==> src/rtl/iadd_pkg.sv <==
package iadd_pkg;
   typedef enum logic {
      ST_IDLE = 1'b0,
      ST_RUN  = 1'b1
   } iadd_state_e;
endpackage

==> src/rtl/iadd_halfcell.sv <==
module iadd_halfcell #(
   parameter int  W       = 33,
   parameter bit  PER_BIT = 1'b0
) (
   input  logic [W-1:0] op_x,
   input  logic [W-1:0] op_y,
   output logic [W-1:0] psum,
   output logic [W-1:0] pcarry
);
   generate
      if (PER_BIT) begin : g_cells
         for (genvar i = 0; i < W; i++) begin : g_bit
            assign psum[i]   = op_x[i] ^ op_y[i];
            assign pcarry[i] = op_x[i] & op_y[i];
         end
      end else begin : g_vec
         assign psum   = op_x ^ op_y;
         assign pcarry = op_x & op_y;
      end
   endgenerate
endmodule

==> src/rtl/iadd_carry_reg.sv <==
module iadd_carry_reg #(
   parameter int W = 33
) (
   input  logic         clk,
   input  logic         rst_n,
   input  logic         load,
   input  logic [W-1:0] load_val,
   input  logic         step,
   input  logic [W-2:0] carry_in,
   output logic [W-1:0] q
);
   always_ff @(posedge clk or negedge rst_n) begin
      if (!rst_n)    q <= '0;
      else if (load) q <= load_val;
      else if (step) q <= {carry_in, 1'b0};
   end
endmodule

==> src/rtl/iadd_iter_cnt.sv <==
module iadd_iter_cnt #(
   parameter int LIMIT = 32,
   parameter int CW    = $clog2(LIMIT + 1)
) (
   input  logic          clk,
   input  logic          rst_n,
   input  logic          clr,
   input  logic          inc,
   output logic [CW-1:0] count
);
   localparam logic [CW-1:0] TOP = CW'(LIMIT);

   always_ff @(posedge clk or negedge rst_n) begin
      if (!rst_n)                     count <= '0;
      else if (clr)                   count <= '0;
      else if (inc && (count != TOP)) count <= count + 1'b1;
   end

   p_count_bound_r5: assert property (@(posedge clk) disable iff (!rst_n)
      count <= TOP);
endmodule

==> src/rtl/iter_adder.sv <==
module iter_adder
   import iadd_pkg::*;
#(
   parameter int WIDTH    = 32,
   parameter bit PER_BIT  = 1'b0,
   parameter int CW       = $clog2(WIDTH + 1)
) (
   input  logic            clk,
   input  logic            rst_n,
   input  logic            start,
   input  logic [WIDTH-1:0] addend_a,
   input  logic [WIDTH-1:0] addend_b,
   output logic            busy,
   output logic            done,
   output logic [WIDTH:0]  sum,
   output logic [CW-1:0]   shifts
);
   localparam int RW = WIDTH + 1;

   generate
      if (WIDTH < 1) begin : g_bad_width
         $error("iter_adder: WIDTH must be at least 1");
      end
      if (CW < $clog2(WIDTH + 1)) begin : g_bad_cw
         $error("iter_adder: CW too small for WIDTH");
      end
   endgenerate

   iadd_state_e state;
   logic [RW-1:0] a_q, b_q, x_w, c_w;
   logic          accept, step, carry_zero;

   assign accept     = start && (state == ST_IDLE);
   assign carry_zero = (c_w == '0);
   assign step       = (state == ST_RUN) && !carry_zero;
   assign busy       = (state == ST_RUN);

   iadd_halfcell #(.W(RW), .PER_BIT(PER_BIT)) u_cell (
      .op_x(a_q), .op_y(b_q), .psum(x_w), .pcarry(c_w)
   );

   iadd_carry_reg #(.W(RW)) u_breg (
      .clk(clk), .rst_n(rst_n), .load(accept), .load_val({1'b0, addend_b}),
      .step(step), .carry_in(c_w[RW-2:0]), .q(b_q)
   );

   iadd_iter_cnt #(.LIMIT(WIDTH), .CW(CW)) u_cnt (
      .clk(clk), .rst_n(rst_n), .clr(accept), .inc(step), .count(shifts)
   );

   always_ff @(posedge clk or negedge rst_n) begin
      if (!rst_n) begin
         state <= ST_IDLE;
         a_q   <= '0;
         done  <= 1'b0;
         sum   <= '0;
      end else if (accept) begin
         a_q   <= {1'b0, addend_a};
         done  <= 1'b0;
         state <= ST_RUN;
      end else if (state == ST_RUN) begin
         if (carry_zero) begin
            sum   <= x_w;
            done  <= 1'b1;
            state <= ST_IDLE;
         end else begin
            a_q <= x_w;
         end
      end
   end

   p_load_r1: assert property (@(posedge clk) disable iff (!rst_n)
      (start && !busy) |=> (busy && !done && shifts == '0));

   p_disjoint_fast_r3: assert property (@(posedge clk) disable iff (!rst_n)
      (start && !busy && ((addend_a & addend_b) == '0)) |=> ##1 (done && shifts == '0));

   p_pair_sum_kept_r4: assert property (@(posedge clk) disable iff (!rst_n)
      (busy && !carry_zero) |=>
         ({1'b0, a_q} + {1'b0, b_q}) == $past({1'b0, a_q} + {1'b0, b_q}));

   p_done_hold_r6: assert property (@(posedge clk) disable iff (!rst_n)
      (done && !start) |=> (done && $stable(sum) && $stable(shifts)));

   p_start_ignored_r7: assert property (@(posedge clk) disable iff (!rst_n)
      (busy && start) |=> (done || (shifts == $past(shifts) + 1'b1)));
endmodule

==> config.mk <==
export PLATFORM = sky130hd
export DESIGN_NAME = iter_adder
export DESIGN_NICKNAME = d
export VERILOG_FILES = /design/src/rtl/iadd_pkg.sv /design/src/rtl/iadd_halfcell.sv /design/src/rtl/iadd_carry_reg.sv /design/src/rtl/iadd_iter_cnt.sv /design/src/rtl/iter_adder.sv
export SDC_FILE = /design/constraint.sdc
export NUM_CORES = 1
export LEC_CHECK = 0
export ABC_AREA = 1
export CAP_MARGIN = 0
export CORE_MARGIN = 4
export CORE_UTILIZATION = 40
export DETAILED_ROUTE_END_ITERATION = 8
export GPL_ROUTABILITY_DRIVEN = 0
export REMOVE_ABC_BUFFERS = 1
export SETUP_SLACK_MARGIN = 0.3
export SYNTH_ARGS = -nofsm -noshare
export SYNTH_HDL_FRONTEND = slang
export SYNTH_HIERARCHICAL = 1
export SYNTH_SLANG_ARGS = --single-unit
==> constraint.sdc <==
create_clock -name clk -period 3.3 [get_ports clk]
set_input_delay 0.495 -clock clk [delete_from_list [all_inputs] [get_ports clk]]
set_output_delay 0.495 -clock clk [all_outputs]
set_load 0.05 [all_outputs]
# Word-level counts from Yosys, hierarchy flattened
# Index checks and enable logic that the tools add are counted.
[totals] register_bits=107 latchBits=0 ramBits=0 romBits=0 elab_cells=38 n_memories=0
[op_classes] add_sub_neg=1 multipliers=0 div=0 order_cmp=0 n_eq_ne=2 n_shift=0 n_mux=13 n_bitwise=4 reduce_logical=12
[op_table] operator="$mux W33" count=5
[op_table] operator="$and A33 B33 Y33" count=1
[op_table] operator="$logic_not A33 Y1" count=1
[op_table] operator="$xor A33 B33 Y33" count=1
[op_table] operator="$mux W6" count=2
[op_table] operator="$reduce_bool A2 Y1" count=4
[op_table] operator="$add A6 B1 Y6 const B" count=1
[op_table] operator="$mux W1" count=6
[op_table] operator="$ne A6 B6 Y1 const B" count=1
[op_table] operator="$reduce_and A2 Y1" count=2
[op_table] operator="$logic_and A1 B1 Y1" count=3
[op_table] operator="$reduce_and A3 Y1" count=1
[op_table] operator="$ne A2 B2 Y1 const B" count=1
[op_table] operator="$not A1 Y1" count=2
[op_table] operator="$logic_not A1 Y1" count=1

# Depth between registers and ports, before layout
[depth] word_depth=7 mapped_depth=12 depth_no_buf=12

# By module
# Netlist, hierarchy kept.
[by_module_without_submodules] mod="iter_adder" n_inst=1 cells_each=394 area_each_um2=3220.6 seq_area_each_um2=1701.6
[by_module_without_submodules] mod="iadd_carry_reg" n_inst=1 cells_each=180 area_each_um2=1540.2 seq_area_each_um2=825.8
[by_module_without_submodules] mod="iadd_halfcell" n_inst=1 cells_each=33 area_each_um2=412.9 seq_area_each_um2=0.0
[by_module_without_submodules] mod="iadd_iter_cnt" n_inst=1 cells_each=46 area_each_um2=352.8 seq_area_each_um2=150.1

# Least setup slack after synthesis
# Ideal clock, no wire load.
[synth_timing] kind="reg-to-reg" start="reg state, in the netlist busy" end="reg u_breg.q[10]" arrival_time_ns=1.898 required_ns=3.176 path_slack_ns=1.278 path_stages_with_launch=11 path_buffers=4 synth_period_minus_slack_ns=2.022 cell_sequence="dfrtp_1 > inv_1 > nand2_2 > inv_1 > buf_2 > clkbuf_1 > buf_6 > inv_2 > buf_6 > nand3_1 > nand3_1"
[synth_via] elab_chain_len=3 word_cells_on_any_way=5 cone_classes="mux (1); bitwise (1); reduce/logical (3)"
[synth_lines] element="start: declaration" line_no="iter_adder.sv:29" text="iadd_state_e state;"
[synth_lines] element="start signal: assignment" line_no="iter_adder.sv:53" text="state <= ST_IDLE;"
[synth_lines] element="start signal: assignment" line_no="iter_adder.sv:60" text="state <= ST_RUN;"
[synth_lines] element="start signal: assignment" line_no="iter_adder.sv:65" text="state <= ST_IDLE;"
[synth_lines] element="$not A1 Y1 *" line_no="iter_adder.sv:33" text="assign accept = start && (state == ST_IDLE);"
[synth_lines] element="$logic_and A1 B1 Y1 *" line_no="iter_adder.sv:33"
[synth_lines] element="via accept" line_no="iter_adder.sv:31" text="logic accept, step, carry_zero;"
[synth_lines] element="$mux W33 or $reduce_bool A2 Y1 (tied branches)"
[synth_lines] element="end signal: assignment" line_no="iadd_carry_reg.sv:14" text="else if (load) q <= load_val;"
[synth_lines] element="end signal: assignment" line_no="iadd_carry_reg.sv:15" text="else if (step) q <= {carry_in, 1'b0};"
[synth_lines] element="end: declaration" line_no="iadd_carry_reg.sv:10" text="output logic [W-1:0] q"
# Mark *: on every way through the listed nets, which the timed path passes. The rest lies on a longest branch.
# A chain may end at the register's enable or synchronous reset.

# Worst setup path after layout
[layout_timing] start="reg a_q[1]" end="reg u_breg.q[27]"
[layout_via] elab_chain_len=5
[layout_lines] element="start: declaration" line_no="iter_adder.sv:30" text="logic [RW-1:0] a_q, b_q, x_w, c_w;"
[layout_lines] element="start signal: assignment" line_no="iter_adder.sv:58" text="a_q <= {1'b0, addend_a};"
[layout_lines] element="start signal: assignment" line_no="iter_adder.sv:67" text="a_q <= x_w;"
[layout_lines] element="$and A33 B33 Y33" line_no="iadd_halfcell.sv:18" text="assign pcarry = op_x & op_y;"
[layout_lines] element="via c_w[1]" line_no="iter_adder.sv:30"
[layout_lines] element="$logic_not A33 Y1" line_no="iter_adder.sv:34" text="assign carry_zero = (c_w == '0);"
[layout_lines] element="$logic_not A1 Y1" line_no="iter_adder.sv:35" text="assign step = (state == ST_RUN) && !carry_zero;"
[layout_lines] element="$logic_and A1 B1 Y1" line_no="iter_adder.sv:35"
[layout_lines] element="via step" line_no="iter_adder.sv:31"
[layout_lines] element="$reduce_bool A2 Y1 (no line)"
# The timed path passes the listed nets, and every way through them passes these cells.

==> flow_summary.json <==
{
  "critPathRequiredTime_ps": 3580,
  "relSlewSlack_pct": 51.7,
  "grt_max_degree": 55,
  "cts_tree": "built",
  "antenna_cells": 0,
  "critical_path_class": "flop to flop",
  "drv_slew": 0,
  "cp.arrival_ps": 2670,
  "setup.worst_path.start": "a_q[1]",
  "start_util_pct": 41.2,
  "post_cts_buffers": 0,
  "synth-async-reset-ratio_pct": 100,
  "cts_root_buffer": "clkbuf_16",
  "fp.dieW_microns": 126,
  "overflow": 0,
  "synth_seq_cells": 107,
  "internal_power_mw": 3.94,
  "drive_gt1_share_pct": 6.05,
  "cts_made_buffers": 9,
  "drc": 0,
  "start_kind": "flop",
  "reg2reg_from": "a_q[1]",
  "num_vias": 4547,
  "fp.coreArea_sq_um": 13400,
  "synth_top_cell_area_share_pct": 48.4,
  "status": "finished clean",
  "worst_setup_path_end_kind": "flop",
  "swShare_pct": 49.8,
  "numClockSinks": 107,
  "power_leakage_nw": 3.41,
  "p_seq_share_pct": 29.6,
  "final_hold_viol_count": 0,
  "dpl_worst_slack_ps": 949,
  "grtUsageTotal_pct": 17.7,
  "firstDrtPassIters": 5,
  "h-tree-depth": 3,
  "drv_cap": 0,
  "yosys_most_used_dff": "dfrtp_1",
  "synth_edf_count": 0,
  "hpwl_microns": 9030,
  "cts_buffer_depth": 2,
  "antenna_found_initial": 0,
  "fin_skew_ps": 4.54,
  "avgSynthCellArea_sq_um": 8.46,
  "worstSkewPairLatency_ps": 350,
  "syn_to_final_growth_pct": 24.2,
  "drtIter0Drc": 440,
  "grt_pass1_wl_microns": 22700,
  "rows": 42,
  "cp_max_fo": 33,
  "die_area_sq_um": 15800,
  "power.switching_mw": 3.90,
  "worst_pin_slew_ps": 724,
  "drt_wl_total_microns": 13600,
  "synthTopCellsByArea": "dfrtp_1 48%, nand2_1 15%, nand3_1 9.5%",
  "post_cts_resized": 0,
  "p_per_area_nw_per_um2": 1140,
  "period_share_pct": 72.4,
  "ir_worst_vdd_mv": 0.570,
  "multi_input_area_sq_um": 2400,
  "nets": 845,
  "vias_per_cell": 4.94,
  "synth_cell_types": 26,
  "p_comb_share_pct": 58.3,
  "die_h_microns": 126,
  "postCtsHoldBufs": 0,
  "fmax_mhz": 419,
  "rsz0062_at_grt": "no",
  "cts.clk_slew.worst_paths_ps": 60,
  "yosys_warnings": 6,
  "p_clk_share_pct": 12.1,
  "layout_setup_ws_ps": 912,
  "hold_path_class": "input pin to async pin",
  "ios": 108,
  "setup_viol": 0,
  "yosysSeqAreaShare_pct": 48.4,
  "fin_total_pwr_mw": 7.84,
  "port_buffers": 107,
  "period_needed_ps": 2390,
  "grt_pass1_vias": 4654,
  "seq_area_sq_um": 2680,
  "yosysTopAreaCell": "dfrtp_1",
  "nFillCells": 1317,
  "drt-wirelength-per-cell_microns": 14.7,
  "synth_area_sq_um": 5530,
  "ant_nets": 0,
  "synthCells": 653,
  "fin_util_pct": 51.2
}
==> cell usage after synthesis, types with 2 or more instances <==
cell      instances
nand2_1         218
dfrtp_1         107
nand3_1         105
inv_1            41
ha_1             35
o21ai_0          35
nor2_1           24
o21ai_1          16
buf_6            15
o21ai_2          14
buf_2            11
clkbuf_1          6
buf_4             5
nand4_1           4
a21oi_1           3
nand2_2           3
nand3_2           2
==> registers in the layout, indices dropped and copies added, names as in the netlist <==
| name | flops |
|---|---|
| a_q | 33 |
| sum | 33 |
| busy | 1 |
| u_cnt/count | 6 |
| u_breg/q | 33 |
| done | 1 |
==> power by group through the flow <==
stage          clock (mW)  combinational, mW  sequential, mW
2_1_floorplan           0               2.44            2.99
3_3_place_gp            0               4.54            2.32
3_5_place_dp            0               4.61            2.34
4_1_cts             0.974               4.63            2.33
5_1_grt              1.03               5.17            2.40
6_report            0.947               4.57            2.32
==> through the flow <==
| step | hold WS (ps) | cell area (sq um) | std cells | setup TNS, ps |
|---|---|---|---|---|
| global placement | 456 | 6630 | 908 | 0 |
| global route | 271 | 6860 | 920 | 0 |
| floorplan | 199 | 5240 | 616 | -6480 |
| detailed placement | 462 | 6630 | 908 | 0 |
| finish | 201 | 6860 | 920 | 0 |
| CTS | 232 | 6860 | 920 | 0 |
==> critical path, cell delays in order, from the launching register on <==
cell and delay (ps):
dfrtp_1 390, ha_1 210, or2_1 220, nor2_1 150, nand3_2 140, o21bai_4 140
inv_1 320, nor2_8 510, nand2_1 130, nand3_1 100
==> layout by cell type (no fill, tap or decap), types with 3 or more instances in the layout <==
master,count
buf_4,8
nor2_1,24
o21ai_1,16
nand2_1,218
inv_1,40
clkbuf_16,9
nand3_1,105
ha_1,35
o21ai_2,14
o21ai_0,35
nand2_2,3
nand4_1,4
a21oi_1,3
clkdlybuf4s50_1,106
dfrtp_1,107
==> worst paths after layout <==
kind / slack [ps] / to / cells past startpoint
setup / recovery: 910 / u_breg/q[27] / 9
hold / removal: 200 / u_cnt/count[4] / 1
setup reg to reg: 910 / u_breg/q[27] / 9
hold reg to reg: 480 / sum[32] / 2
max in group asynchronous: 2330 / sum[1] / 2
min in group clk: 480 / sum[32] / 2
==> cell families after synthesis <==
kind of cell	after synthesis	synth area share (%)
AND/OR/NAND/NOR	360	27.9
buffers and inverters	80	8.06
adder cells (fa/ha/maj)	35	7.92
AO/OA/AOI/OAI	69	7.45
flip-flops	107	48.4
XOR/XNOR	1	0.159
other	1	0.0679
==> area by class of cell <==
cell class,instances,area share (%)
Sequential cell,107,39.0
Tap cell,176,3.21
Clock buffer,11,3.39
Multi-Input combinational cell,466,35.0
Timing Repair Buffer,116,16.9
Inverter,43,2.37
Clock inverter,1,0.0729
==> routing by layer <==
| metal | GRT usage [%] | part of all wire (%) |
|---|---|---|
| met5 | 0 | 0 |
| met4 | 5.61 | 1.4 |
| met3 | 3.03 | 4.5 |
| met2 | 27.2 | 45 |
| met1 | 25.4 | 49 |
(Power assumes the default switching activity.)
